===== config.mk =====
export PLATFORM = sky130hd
export DESIGN_NAME = tick_run_counter
export DESIGN_NICKNAME = d
export VERILOG_FILES = /design/src/rtl/tick_run_pkg.sv /design/src/rtl/tick_fall_detect.sv /design/src/rtl/run_request_ctrl.sv /design/src/rtl/edge_up_counter.sv /design/src/rtl/tick_run_counter.sv
export SDC_FILE = /design/constraint.sdc
export NUM_CORES = 1
export LEC_CHECK = 0
export BUFFER_PORTS_ARGS = -buffer_cell sky130_fd_sc_hd__buf_2
export CORE_AREA = 2 2 39 41
export DETAILED_ROUTE_END_ITERATION = 10
export DIE_AREA = 0 0 41 43
export PLACE_DENSITY_LB_ADDON = 0.05
export SYNTH_ARGS = -nofsm -noshare
export SYNTH_HDL_FRONTEND = slang
export SYNTH_HIERARCHICAL = 1
export SYNTH_SLANG_ARGS = --single-unit
export TNS_END_PERCENT = 30

===== constraint.sdc =====
create_clock -name clk -period 1.62 [get_ports clk]
set_input_delay 0.081 -clock clk [delete_from_list [all_inputs] [get_ports clk]]
set_output_delay 0.081 -clock clk [all_outputs]
set_load 0.02 [all_outputs]

===== src/rtl/tick_run_pkg.sv =====
package tick_run_pkg;
  localparam int unsigned CNT_W_DEF   = 8;
  localparam int unsigned SYNC_DEF    = 2;

  function automatic logic [CNT_W_DEF-1:0] step_count(input logic [CNT_W_DEF-1:0] c);
    return c + 1'b1;
  endfunction
endpackage


===== src/rtl/tick_fall_detect.sv =====
module tick_fall_detect #(
  parameter int unsigned STAGES = 2
) (
  input  logic clk,
  input  logic rst,
  input  logic tick_async,
  output logic fall_pulse
);
  localparam int unsigned LAST = STAGES - 1;

  logic [STAGES-1:0] chain_q;
  logic              prev_q;

  always_ff @(posedge clk) begin
    if (rst) begin
      chain_q <= '0;
      prev_q  <= 1'b0;
    end else begin
      chain_q <= {chain_q[STAGES-2:0], tick_async};
      prev_q  <= chain_q[LAST];
    end
  end

  assign fall_pulse = prev_q & ~chain_q[LAST];

  // an edge pulse lasts exactly one cycle
  a_r3_single_pulse: assert property (@(posedge clk) disable iff (rst)
    fall_pulse |=> !fall_pulse);
endmodule


===== src/rtl/run_request_ctrl.sv =====
module run_request_ctrl (
  input  logic clk,
  input  logic rst,
  input  logic wr_en,
  input  logic wr_data,
  input  logic edge_fall,
  output logic run_eff
);
  logic pend_q;
  logic run_q;

  always_ff @(posedge clk) begin
    if (rst) begin
      pend_q <= 1'b0;
      run_q  <= 1'b0;
    end else begin
      if (wr_en)     pend_q <= wr_data;
      if (edge_fall) run_q  <= pend_q;
    end
  end

  assign run_eff = run_q;

  // a write alone never moves the effective state
  a_r2_hold_between_edges: assert property (@(posedge clk) disable iff (rst)
    !edge_fall |=> $stable(run_eff));
  // the effective state follows the request on an edge
  a_r3_take_request: assert property (@(posedge clk) disable iff (rst)
    edge_fall |=> run_eff == $past(pend_q));
  // reset clears the effective state
  a_r1_reset_run: assert property (@(posedge clk)
    rst |=> !run_eff);
endmodule


===== src/rtl/edge_up_counter.sv =====
module edge_up_counter #(
  parameter int unsigned CNT_W = tick_run_pkg::CNT_W_DEF
) (
  input  logic             clk,
  input  logic             rst,
  input  logic             step,
  input  logic             enable,
  output logic [CNT_W-1:0] value
);
  localparam logic [CNT_W-1:0] ONE = {{(CNT_W-1){1'b0}}, 1'b1};

  logic [CNT_W-1:0] cnt_q;

  always_ff @(posedge clk) begin
    if (rst)                 cnt_q <= '0;
    else if (step && enable) cnt_q <= cnt_q + ONE;
  end

  assign value = cnt_q;

  // the count changes only on an enabled step
  a_r6_stable_no_step: assert property (@(posedge clk) disable iff (rst)
    !(step && enable) |=> $stable(value));
  // an enabled step adds one, modulo the width
  a_r7_step_by_one: assert property (@(posedge clk) disable iff (rst)
    (step && enable) |=> value == CNT_W'($past(value) + ONE));
  // reset clears the count
  a_r1_reset_count: assert property (@(posedge clk)
    rst |=> value == '0);
endmodule


===== src/rtl/tick_run_counter.sv =====
module tick_run_counter #(
  parameter int unsigned CNT_W       = tick_run_pkg::CNT_W_DEF,
  parameter int unsigned SYNC_STAGES = tick_run_pkg::SYNC_DEF
) (
  input  logic             clk,
  input  logic             rst,
  input  logic             tick_256,
  input  logic             run_we,
  input  logic             run_wdata,
  output logic             run_state,
  output logic [CNT_W-1:0] count
);
  logic fall_w;
  logic run_w;

  tick_fall_detect #(.STAGES(SYNC_STAGES)) u_fall (
    .clk        (clk),
    .rst        (rst),
    .tick_async (tick_256),
    .fall_pulse (fall_w)
  );

  run_request_ctrl u_ctrl (
    .clk       (clk),
    .rst       (rst),
    .wr_en     (run_we),
    .wr_data   (run_wdata),
    .edge_fall (fall_w),
    .run_eff   (run_w)
  );

  edge_up_counter #(.CNT_W(CNT_W)) u_cnt (
    .clk    (clk),
    .rst    (rst),
    .step   (fall_w),
    .enable (run_w),
    .value  (count)
  );

  assign run_state = run_w;

  // a stop edge still steps the count once
  a_r5_last_step: assert property (@(posedge clk) disable iff (rst)
    (fall_w && run_w) |=> count != $past(count));
  // a start edge does not step the count
  a_r4_start_no_step: assert property (@(posedge clk) disable iff (rst)
    (fall_w && !run_w) |=> $stable(count));
endmodule


==> flow_summary.json, run 1 <==
{
  "synth_cell_type_count": 20,
  "drive_gt1_share_pct": 29.0,
  "antenna_left": 0,
  "grt_pass1_vias": 366,
  "cpMaxStageDelayCell": "or4_1",
  "async_flop_share_pct": 0,
  "cp-start-kind": "flop",
  "hold_buffers": 0,
  "io_buffers": 13,
  "setup_ws_ns": 0.200,
  "via_count": 411,
  "first_pass_iters": 2,
  "synth-compound-area-share_pct": 11.5,
  "drc": 0,
  "dieWidth_um": 41,
  "slew_violations": 0,
  "syn_avg_cell_area_sq_um": 9.47,
  "critical_path.max_fanout": 6,
  "nFillCells": 142,
  "hold_viol": 0,
  "worstSetupEndpoint": "u_cnt/value[7]$_SDFFE_PP0P_",
  "clk_latency_ns": 0.27,
  "slowest_delay_ns": 0.49,
  "setup.worst_path.class": "reg -> reg",
  "dp_slack_ns": 0.210,
  "gr-usage-all-layers_pct": 12.3,
  "clk_pin_slew_ns": 0.08,
  "worst-r2r-cell-count": 4,
  "status": "finished clean",
  "hold_depth": 2,
  "cts_tree": "yes",
  "grt_start_max_net_pins": 14,
  "design_power_total_uw": 535,
  "powerDensity_mw_per_mm2": 878,
  "post-route-min-period_ns": 1.42,
  "wl_per_cell_um": 10.6,
  "slew_headroom_pct": 84.2,
  "post_cts_resized": 0,
  "mappedNetlistArea_sq_um": 502,
  "ir_drop_mv": 0.387,
  "cp.required_ns": 1.83,
  "fin_skew_ns": 0.00342,
  "synthAdderAreaFrac_pct": 2.49,
  "leakage_uw": 0.000256,
  "r2r_slack_ns": 0.20,
  "clock-sinks": 13,
  "htree_levels": 1,
  "gp_congestion": 0.713,
  "yosys_most_used_dff": "dfxtp_1",
  "synthSimpleGateAreaFrac_pct": 24.4,
  "synth_top_family_by_area": "simple AND/OR/NAND/NOR gates",
  "synthMuxAreaShare_pct": 3.99,
  "fin_tns_setup_ns": 0,
  "yosysWarningCount": 6,
  "startpoint": "u_fall/chain_q[1]$_SDFF_PP0_",
  "core-area_sq_mm": 0.00138,
  "setup_viol": 0,
  "period_share_pct": 87.6,
  "ioPinCount": 14,
  "start_util_pct": 36.3,
  "clock_path_buffers": 2,
  "multi_input_area_sq_um": 230,
  "syn2layout_area_growth_pct": 21.4,
  "grt_pass1_wl_mm": 1.43,
  "arrival_ns": 1.63,
  "overflow": 0,
  "netlist_instances": 53,
  "hold_path.class": "in -> reg",
  "yosysSeqAreaShare_pct": 51.9,
  "fp-row-count": 14,
  "fmax_ghz": 0.704,
  "worstSetupEndpointType": "flop",
  "drt_iter0_markers": 1,
  "r2r_end": "u_cnt/value[7]$_SDFFE_PP0P_",
  "cts_setup_buffers": 0,
  "vias_per_cell": 4.84,
  "synth-seq-cells": 13,
  "clock-root-buffer": "clkbuf_4",
  "worst_pin_slew_ns": 0.237,
  "cap_violations": 0,
  "regArea_sq_um": 260,
  "antenna_found_initial": 0,
  "r2r_start": "u_fall/chain_q[1]$_SDFF_PP0_",
  "path_cells": "and2b_2 -> nand4_2 -> or4_1 -> a21oi_1",
  "n_antenna_cell": 0,
  "fin_nets": 76,
  "synth_edf_count": 0,
  "cts_buffers": 3,
  "dp_hpwl_um": 649,
  "routed_wl_um": 904,
  "die-area_sq_mm": 0.00176,
  "rsz0062_at_grt": "no",
  "die-height_um": 43,
  "synth_xor_area_share_pct": 3.49,
  "syn_nets": 59
}
-- cell usage after synthesis (all sizes together), types with 2 or more instances --
cell / count / area, sq um
or3: 4 / 27.5
o21ai: 4 / 20.0
nand4: 2 / 18.8
a21oi: 6 / 30.0
nor2b: 3 / 18.8
nand2: 3 / 11.3
mux2i: 2 / 20.0
inv: 2 / 7.51
nand3: 3 / 15.0
nor2: 4 / 15.0
dfxtp: 13 / 260
-- metrics by stage --
step	area, sq um	hold slack (ns)	std cells	util (%)
finish	609	0.0165	85	44.0
floorplan	502	0.153	53	-
global placement	583	0.293	81	42.1
global route	609	0.0178	85	44.0
CTS	609	0.00781	85	44.0
detailed placement	583	0.299	81	42.1
-- area by class of cell --
cell class / instances / share of cell area [%]
clock buffers: 4 / 4.31
multi-input cells: 37 / 37.8
well taps: 16 / 3.29
repair buffers: 13 / 10.7
flip-flops and latches: 13 / 42.7
inverters: 2 / 1.23
-- layer usage --
metal / vias to the layer above / global-route usage [%] / part of all wire [%]
li1: 217 / - / -
met1: 181 / 16.1 / 50
met2: 11 / 16.3 / 43
met3: 2 / 3.14 / 5.4
met4: 0 / 10.0 / 1.2
met5: - / 0 / 0
-- worst max-delay path: cells and delay by family, from the launching register on --
| kind | cells | cell delay [ns] |
|---|---|---|
| AND/OR/NAND/NOR | 3 | 0.90 |
| AO/OA/AOI/OAI | 1 | 0.14 |
| flip-flops | 1 | 0.31 |
-- cell usage in the layout, fill, tap and decap left out --
cell	netlist	routed
o21ai_0	4	4
buf_2	0	13
a21oi_1	6	6
or3_2	2	2
nand2_1	3	3
nand4_1	1	1
xnor2_1	1	1
mux2i_1	2	2
or3_1	2	2
nor2b_1	3	3
and2b_2	1	1
clkbuf_4	0	3
dfxtp_1	13	13
inv_1	2	2
or4_1	1	1
nand3_1	3	3
clkbuf_1	0	1
o31ai_1	1	1
nand4_2	1	1
nor2_1	4	4
ha_1	1	1
xor2_1	1	1
-- kinds of logic (layout without fill, tap and decap cells) --
kind of cell | Yosys count | after routing
AND/OR/NAND/NOR | 21 | 21
AO/OA/AOI/OAI | 11 | 11
multiplexers | 2 | 2
buffers and inverters | 3 | 19
flip-flops | 13 | 13
adder cells (fa/ha/maj) | 1 | 1
XOR/XNOR | 2 | 2
-- registers in the layout, summed over array words and instances, names as in the netlist --
signal	flops
u_fall/chain_q	2
u_ctrl/pend_q	1
u_ctrl/run_eff	1
u_cnt/value	8
u_fall/prev_q	1
-- how the worst min path moves through the flow --
stage,endpoint,slack (ns),from
after global placement,u_fall/chain_q[0]$_SDFF_PP0_,0.29,tick_256
after floorplan,u_fall/chain_q[0]$_SDFF_PP0_,0.15,rst
after detailed placement,u_fall/chain_q[0]$_SDFF_PP0_,0.30,tick_256
after global routing,u_fall/chain_q[0]$_SDFF_PP0_,0.02,tick_256
final,u_fall/chain_q[0]$_SDFF_PP0_,0.02,tick_256
after CTS,u_fall/chain_q[0]$_SDFF_PP0_,0.008,tick_256
-- power breakdown --
part | leakage [uW] | switching (uW) | internal, uW
registers | 0.000105 | 1.94 | 324
logic | 0.000136 | 8.65 | 7.68
clock network | 0.0000150 | 97.8 | 95.3
total | 0.000256 | 108 | 427
Power figures use the tool's default switching activity.
==> inputs of run 2 (changes only) <==
- CELL_PAD_IN_SITES_DETAIL_PLACEMENT: default -> 1
- CELL_PAD_IN_SITES_GLOBAL_PLACEMENT: default -> 1
- CORE_AREA: 2 2 39 41 -> default
- CORE_MARGIN: default -> 4
- CORE_UTILIZATION: default -> 35
- DIE_AREA: 0 0 41 43 -> default
- HOLD_SLACK_MARGIN: default -> 0.15
==> flow_summary.json, run 2 (synthesis results as in run 1) <==
{
  "grt_util_met1_pct": 13.2,
  "hold_start": "u_fall/chain_q[1]$_SDFF_PP0_",
  "fin_cells": 89,
  "clk_latency_ns": 0.27,
  "clockPowerShare_pct": 35.9,
  "fin_hold_ws_ns": 0.478,
  "fp-row-count": 13,
  "dp_hpwl_um": 775,
  "status": "finished clean",
  "syn2layout_area_growth_pct": 31.2,
  "vias_per_cell": 5.09,
  "netSwitchingPower_uw": 116,
  "cap_violations": 0,
  "ir_drop_mv": 0.481,
  "post-route-min-period_ns": 1.44,
  "via_count": 453,
  "grt_pass1_vias": 471,
  "cts_tree": "yes",
  "gr-usage-all-layers_pct": 13.2,
  "clk_pin_slew_ns": 0.08,
  "post_cts_resized": 0,
  "busiest_layer": "met2",
  "die-height_um": 45.9,
  "hold_buffers": 5,
  "n_antenna_cell": 0,
  "final_cell_mix": "buf_2 (13), dfxtp_1 (13), a21oi_1 (6), dlygate4sd3_1 (5)",
  "fin_skew_ns": 0.00498,
  "swShare_pct": 21.0,
  "powerDensity_mw_per_mm2": 838,
  "fmax_ghz": 0.697,
  "cts_setup_buffers": 0,
  "grtUsageMet2_pct": 22.5,
  "slew_violations": 0,
  "worst_pin_slew_ns": 0.239,
  "ioPinCount": 14,
  "start_util_pct": 37.6,
  "setup.worst_path.class": "reg -> reg",
  "slew_headroom_pct": 84.0,
  "startpoint": "u_fall/chain_q[1]$_SDFF_PP0_",
  "dieWidth_um": 45.9,
  "fin_nets": 81,
  "htree_levels": 1,
  "cts_buffers": 3,
  "largest_register_ffs": 8,
  "grt_start_max_net_pins": 14,
  "wl_per_cell_um": 12.6,
  "design_power_total_uw": 551,
  "antenna_found_initial": 0,
  "drc": 0,
  "overflow": 0,
  "io_buffers": 13,
  "routed_wl_mm": 1.12,
  "fin_tns_setup_ns": 0,
  "placedCellCount": 80,
  "cp-start-kind": "flop",
  "arrival_ns": 1.64,
  "grt_pass1_wl_mm": 1.93,
  "grt_use_met3_pct": 3.56,
  "final_util_pct": 49.3,
  "combPwrFrac_pct": 5.0,
  "clock-sinks": 13,
  "seq_power_share_pct": 59.1,
  "hold_viol": 0,
  "clock_path_buffers": 2,
  "gp_congestion": 0.708,
  "critical_path.max_fanout": 6,
  "p_int_uw": 436,
  "worstSetupEndpointType": "flop",
  "setup_viol": 0,
  "period_share_pct": 88.6,
  "leakage_uw": 0.000277,
  "die-area_sq_mm": 0.00210,
  "rsz0062_at_grt": "no",
  "antenna_left": 0,
  "clock-root-buffer": "clkbuf_4",
  "first_pass_iters": 2,
  "drive_gt1_share_pct": 27.0,
  "hold_path.class": "reg -> reg",
  "cp.required_ns": 1.82,
  "core-area_sq_mm": 0.00133,
  "r2r_start": "u_fall/chain_q[1]$_SDFF_PP0_",
  "drt_iter0_markers": 3
}
[run 2: cell types whose count changed in the layout (fill, tap and decap cells not counted)]
| cell | before | now |
|---|---|---|
| dlygate4sd3_1 | 0 | 5 |
[run 2: critical path, stage by stage, from the launching register on]
cell and delay (ns):
dfxtp_1 0.32, and2b_2 0.26, nand4_2 0.16, or4_1 0.49
a21oi_1 0.14
[run 2: routing by layer]
metal	wire, um	vias up
li1	-	226
met1	501	209
met2	533	14
met3	62	4
met4	21	0
met5	0	-
[run 2: worst paths after layout]
| path | end | slack [ns] | cells after the start |
|---|---|---|---|
| worst max-delay path | u_cnt/value[7]$_SDFFE_PP0P_ | 0.18 | 4 |
| worst min-delay path | u_fall/prev_q$_SDFF_PP0_ | 0.48 | 1 |
| worst max register to register | u_cnt/value[7]$_SDFFE_PP0P_ | 0.18 | 4 |
| worst min register to register | u_fall/prev_q$_SDFF_PP0_ | 0.48 | 1 |
[run 2: power groups by stage]
stage / Combinational [uW] / Sequential (uW) / Clock (uW)
after floorplan: 8.67 / 333 / 0
after global routing: 30.6 / 326 / 227
final: 27.6 / 326 / 198
after CTS: 27.0 / 326 / 207
after detailed placement: 17.2 / 333 / 0
after global placement: 16.7 / 333 / 0
[run 2: cell type report]
| class | count | area [sq um] |
|---|---|---|
| well taps | 15 | 18.8 |
| flip-flops and latches | 13 | 260 |
| repair buffers | 18 | 115 |
| clock buffers | 4 | 26.3 |
| multi-input cells | 37 | 230 |
| fillers | 162 | 676 |
| inverters | 2 | 7.51 |
[run 2: stage by stage]
stage                     worst slack [ns]  instance area, sq um
final                                0.184                   658
after global routing                0.0876                   658
after CTS                            0.177                   658
after detailed placement             0.194                   582
after global placement               0.234                   582
after floorplan                      0.273                   502
